**config.mk**
```make
export PLATFORM = sky130hd
export DESIGN_NAME = fmul_quad
export DESIGN_NICKNAME = d
export VERILOG_FILES = /design/src/rtl/fmul_pkg.sv /design/src/rtl/fmul_opsel.sv /design/src/rtl/fmul_lane.sv /design/src/rtl/fmul_quad.sv
export SDC_FILE = /design/constraint.sdc
export NUM_CORES = 1
export LEC_CHECK = 0
export ABC_AREA = 1
export BUFFER_PORTS_ARGS = -buffer_cell sky130_fd_sc_hd__buf_2
export CAP_MARGIN = 20
export CORE_MARGIN = 2
export CORE_UTILIZATION = 30
export DETAILED_ROUTE_END_ITERATION = 8
export GPL_ROUTABILITY_DRIVEN = 0
export HOLD_SLACK_MARGIN = 0.05
export SLEW_MARGIN = 10
export SYNTH_ARGS = -nofsm -noshare
export SYNTH_HDL_FRONTEND = slang
export SYNTH_HIERARCHICAL = 1
export SYNTH_SLANG_ARGS = --single-unit
```
**constraint.sdc**
```tcl
create_clock -name clk -period 19.5 [get_ports clk]
set_input_delay 3.9 -clock clk [delete_from_list [all_inputs] [get_ports clk]]
set_output_delay 3.9 -clock clk [all_outputs]
set_load 0.05 [all_outputs]
```
**src/rtl/fmul_pkg.sv**
```systemverilog
package fmul_pkg;
  // Per-operation arithmetic mode, shared by the top and the lanes.
  typedef struct packed {
    logic sign_a;    // source-1 bytes are signed
    logic sign_b;    // source-2 bytes are signed
    logic out_u;     // result is unsigned
    logic rnd_near;  // round to nearest, ties up
  } fmul_mode_t;
endpackage

```
**src/rtl/fmul_opsel.sv**
```systemverilog
module fmul_opsel #(
  parameter int LANES = 4,
  parameter int W     = 8,
  parameter int IMM_W = 6
) (
  input  logic [LANES*W-1:0] reg_word,
  input  logic [IMM_W-1:0]   imm,
  input  logic               use_imm,
  output logic [LANES*W-1:0] opnd
);
  localparam int PAD = W - IMM_W;

  // Immediate byte: value left-aligned, zero bits fill the low end.
  logic [W-1:0] imm_byte;
  assign imm_byte = {imm, {PAD{1'b0}}};

  for (genvar g = 0; g < LANES; g++) begin : g_lane
    assign opnd[g*W +: W] = use_imm ? imm_byte : reg_word[g*W +: W];
  end
endmodule

```
**src/rtl/fmul_lane.sv**
```systemverilog
module fmul_lane
  import fmul_pkg::*;
#(
  parameter int W = 8
) (
  input  logic [W-1:0] a,
  input  logic [W-1:0] b,
  input  fmul_mode_t   mode,
  output logic [W-1:0] y,
  output logic         sat_hi,
  output logic         sat_lo
);
  localparam int CW = W + 2;      // converted operand width
  localparam int PW = 2 * CW;     // product width
  localparam logic signed [PW-1:0] UMAX = PW'((1 << W) - 1);
  localparam logic signed [PW-1:0] SMAX = PW'((1 << (W - 1)) - 1);
  localparam logic signed [PW-1:0] SMIN = ~SMAX;

  // Bring a byte to W fractional bits.
  function automatic logic signed [CW-1:0] to_frac(input logic [W-1:0] v, input logic s);
    logic signed [CW-1:0] r;
    if (s) r = {v[W-1], v, 1'b0};
    else   r = {2'b00, v};
    return r;
  endfunction

  // Rounding bias for the selected output format.
  function automatic logic signed [PW-1:0] bias_of(input logic out_u, input logic rn);
    logic signed [PW-1:0] r;
    r = '0;
    if (rn) begin
      if (out_u) r[W-1] = 1'b1;
      else       r[W]   = 1'b1;
    end
    return r;
  endfunction

  // Saturate a scaled value to the output byte.
  function automatic logic [W-1:0] clip(input logic signed [PW-1:0] v, input logic out_u,
                                        input logic hi, input logic lo);
    logic [W-1:0] r;
    if (hi)      r = out_u ? UMAX[W-1:0] : SMAX[W-1:0];
    else if (lo) r = out_u ? '0 : SMIN[W-1:0];
    else         r = v[W-1:0];
    return r;
  endfunction

  logic signed [CW-1:0] fa, fb;
  logic signed [PW-1:0] prod, biased, scaled;

  assign fa     = to_frac(a, mode.sign_a);
  assign fb     = to_frac(b, mode.sign_b);
  assign prod   = PW'(fa) * PW'(fb);
  assign biased = prod + bias_of(mode.out_u, mode.rnd_near);
  assign scaled = mode.out_u ? (biased >>> W) : (biased >>> (W + 1));

  // Saturation events, brought out for the assertions in the top.
  assign sat_hi = mode.out_u ? (scaled > UMAX) : (scaled > SMAX);
  assign sat_lo = mode.out_u ? (scaled < 0)    : (scaled < SMIN);
  assign y      = clip(scaled, mode.out_u, sat_hi, sat_lo);
endmodule

```
**src/rtl/fmul_quad.sv**
```systemverilog
module fmul_quad
  import fmul_pkg::*;
#(
  parameter int LANES = 4,
  parameter int W     = 8,
  parameter int IMM_W = 6
) (
  input  logic               clk,
  input  logic               rst_n,
  input  logic               in_valid,
  input  logic [LANES*W-1:0] src1,
  input  logic [LANES*W-1:0] src2,
  input  logic [IMM_W-1:0]   imm,
  input  logic               use_imm,
  input  logic               sign1,
  input  logic               sign2,
  input  logic               out_unsigned,
  input  logic               round_near,
  output logic               out_valid,
  output logic [LANES*W-1:0] out_data
);
  localparam int DW = LANES * W;

  fmul_mode_t     mode;
  logic [DW-1:0]  opnd_b;
  logic [DW-1:0]  lane_y;
  logic [LANES-1:0] sat_hi, sat_lo;
  logic [LANES-1:0] sat_hi_q, sat_lo_q;
  logic             out_u_q;

  assign mode = '{sign_a: sign1, sign_b: sign2, out_u: out_unsigned, rnd_near: round_near};

  fmul_opsel #(.LANES(LANES), .W(W), .IMM_W(IMM_W)) opsel_i (
    .reg_word (src2),
    .imm      (imm),
    .use_imm  (use_imm),
    .opnd     (opnd_b)
  );

  for (genvar g = 0; g < LANES; g++) begin : g_lane
    fmul_lane #(.W(W)) lane_i (
      .a      (src1[g*W +: W]),
      .b      (opnd_b[g*W +: W]),
      .mode   (mode),
      .y      (lane_y[g*W +: W]),
      .sat_hi (sat_hi[g]),
      .sat_lo (sat_lo[g])
    );
  end

  always_ff @(posedge clk) begin
    if (!rst_n) begin
      out_valid <= 1'b0;
      out_data  <= '0;
      sat_hi_q  <= '0;
      sat_lo_q  <= '0;
      out_u_q   <= 1'b0;
    end else begin
      out_valid <= in_valid;
      if (in_valid) begin
        out_data <= lane_y;
        sat_hi_q <= sat_hi;
        sat_lo_q <= sat_lo;
        out_u_q  <= out_unsigned;
      end
    end
  end

  // one-cycle latency; the result holds while idle
  a_r2_latency: assert property (@(posedge clk) disable iff (!rst_n)
    in_valid |=> out_valid);
  a_r2_idle: assert property (@(posedge clk) disable iff (!rst_n)
    !in_valid |=> !out_valid);
  a_r2_hold: assert property (@(posedge clk) disable iff (!rst_n)
    !in_valid |=> $stable(out_data));

  // a zero source-1 word gives zero in every mode
  a_r9_zero_src1: assert property (@(posedge clk) disable iff (!rst_n)
    (in_valid && src1 == '0) |=> (out_data == '0));

  for (genvar g = 0; g < LANES; g++) begin : g_chk
    // unsigned output saturates to all ones or to zero
    a_r4_clip_unsigned_hi: assert property (@(posedge clk) disable iff (!rst_n)
      (out_valid && out_u_q && sat_hi_q[g]) |-> (out_data[g*W +: W] == {W{1'b1}}));
    a_r4_clip_unsigned_lo: assert property (@(posedge clk) disable iff (!rst_n)
      (out_valid && out_u_q && sat_lo_q[g]) |-> (out_data[g*W +: W] == '0));
    // signed output saturates to the largest positive or most negative byte
    a_r5_clip_signed_hi: assert property (@(posedge clk) disable iff (!rst_n)
      (out_valid && !out_u_q && sat_hi_q[g]) |-> (out_data[g*W +: W] == {1'b0, {(W-1){1'b1}}}));
    a_r5_clip_signed_lo: assert property (@(posedge clk) disable iff (!rst_n)
      (out_valid && !out_u_q && sat_lo_q[g]) |-> (out_data[g*W +: W] == {1'b1, {(W-1){1'b0}}}));
    // a lane cannot saturate both ways at once
    a_r5_sat_exclusive: assert property (@(posedge clk) disable iff (!rst_n)
      out_valid |-> !(sat_hi_q[g] && sat_lo_q[g]));
  end
endmodule

```
==> metrics.md <==
| Metric | Value |
|---|---|
| Critical path's most frequent cell | `nand2_1` |
| Worst Max-Slew Pin Slew | `920.4 ps` |
| First-pass GRT wire length | `81910 microns` |
| Period utilization | `0.5323` |
| Critical path's slowest cell | `buf_2` |
| Starting Density | `0.3041` |
| Synthesized Nets | `3258` |
| Crit path capture type | `flip-flop` |
| Worst rel slew slack | `0.3689` |
| RSZ-0062 raised after global routing | `no` |
| Yosys warns | `6` |
| IO buf count | `110` |
| Fmax | `~96 MHz` |
| Final hold violation count | `0` |
| Total Routing Usage GR | `0.1520` |
| Setup-failing EPs final | `0` |
| CP Data Arrival Time | `10610 ps` |
| Num CTS Buffers | `5` |
| Clk_skew | `0 ps` |
| Vias post-DR | `15760` |
| Status | `finished clean` |
| Max-cap violations | `0` |
| Setup TNS | `0 ps` |
| Fin nets | `3354` |
| Antenna violations before repair | `3` |
| CTS root buf | `clkbuf_16` |
| Min-delay worst type | `flip-flop to flip-flop` |
| Clk buf depth | `2` |
| Crit path kind | `primary input to flip-flop` |
| Chip height | `between 200 and 300 microns` |
| Pre-Repair DR Iteration Count | `5` |
| Crit path max fanout | `42` |
| Top Ports | `111` |
| Total wire length | `49280 microns` |
| Area Growth Syn to Fin | `8.358%` |
| Largest net degree at the start of global routing | `66` |
| Layout cell share with drive strength beyond 1 | `0.1068` |
| Core Footprint | `approximately 63000 sq um` |
| CTS resizes | `0` |
| Avg Cell Area, Syn | `7.237 sq um` |
| # rows | `92` |
| Dpl cell area | `between 20000 and 25000 sq um` |
| Wire per inst | `13.69 microns` |
| Vias per inst | `4.380` |
| Total die area | `roughly 66000 sq um` |
| Critical path's largest stage delay | `680 ps` |
| Final instance area | `20830 sq um` |
| Dpl hpwl | `43820 microns` |
| Starting DRT DRC Count | `977` |
| Cell area after synthesis | `19220 sq um` |
| Multi-input gate area | `between 15000 and 20000 sq um` |
| Number of H-tree levels | `2` |
| Vias in the first global route | `16130` |
| Ant. Diodes | `0` |
| Final Max Tran Viols | `0` |
| Tmin final | `10380 ps` |
| CTS clock-pin slew for the worst setup and hold paths | `50 ps` |
| Post-cts hold buffer count | `0` |
| Seq. cell area | `roughly 660 sq um` |
| Clk sink count | `33` |
| Drc violations | `0` |
| GRT Residual Overflow | `0` |
| # fillers | `~6900` |
| Setup Fix Bufs, Post-CTS | `0` |
| Die X | `~260 microns` |
| Startpoint types | `primary input` |
| CTS tree | `built` |
| Post-Syn Instances | `2656` |
| Worst-Skew Late Latency | `around 290 ps` |
| Post-DRT Antenna Nets | `0` |
| WP data required | `19730 ps` |
metal layers:
layer / global-route usage / wire, microns
met1: 0.2227 / 24810
met2: 0.2391 / 20580
met3: 0.03004 / 3508
met4: 0.01324 / 386
met5: 0 / 0
final timing paths:
check / startpoint / endpoint / slack, ps / cells after the start
min reg2reg: out_data[10] / out_data[10] / 470 / 2
max reg2reg: out_data[7] / out_data[7] / 18750 / 2
min: out_data[10] / out_data[10] / 470 / 2
max: sign2 / out_data[12] / 9120 / 31
cells in the final DEF, fill, tap and decap left out, types with 5 or more instances in the layout:
cell / instances
nor2_2: 7
xor2_1: 14
dfxtp_1: 33
o21ai_0: 83
nand2_1: 585
nand3_1: 69
nor2_4: 8
inv_2: 9
xnor2_1: 30
nand2_2: 49
nand2_4: 19
buf_2: 110
a21oi_1: 67
nor2_1: 306
a21o_1: 10
clkbuf_16: 5
nand3_2: 5
or2_2: 47
o21a_1: 6
nor3_1: 10
ha_1: 172
inv_1: 687
buf_4: 14
nand4_1: 6
nor4_1: 6
mux2i_1: 5
fa_1: 352
worst max-delay path, delay by kind of cell:
kind            cells  cell delay (ps)
fa+ha+maj           6             3110
buf+inv             8             1290
simple gates       16             1960
compound gates      1              320
area by class of cell:
cell class | count | area share
clock buffers | 7 | 0.007329
clock inverters | 1 | 0.0002403
inverters | 702 | 0.1274
multi-input cells | 1886 | 0.7511
flip-flops and latches | 33 | 0.03172
well taps | 846 | 0.05082
repair buffers | 124 | 0.03148
through the flow:
step | hold slack, ps | setup WS, ps | cells | utilization
finish | 466.8 | 9121 | 3599 | 0.3296
global route | 488.5 | 8490 | 3599 | 0.3296
CTS | 468.5 | 9120 | 3599 | 0.3296
detailed placement | 460.0 | 8821 | 3591 | 0.3271
global placement | 452.9 | 8846 | 3591 | 0.3271
floorplan | 688.7 | 10020 | 2656 | -
sequential cells by signal, summed over array words and instances, names as in the netlist:
| name | flops |
|---|---|
| out_valid | 1 |
| out_data | 32 |
Power is left out: the tool's default activity adds up to more than one toggle a clock period on the data nets, which glitch-free logic cannot reach.
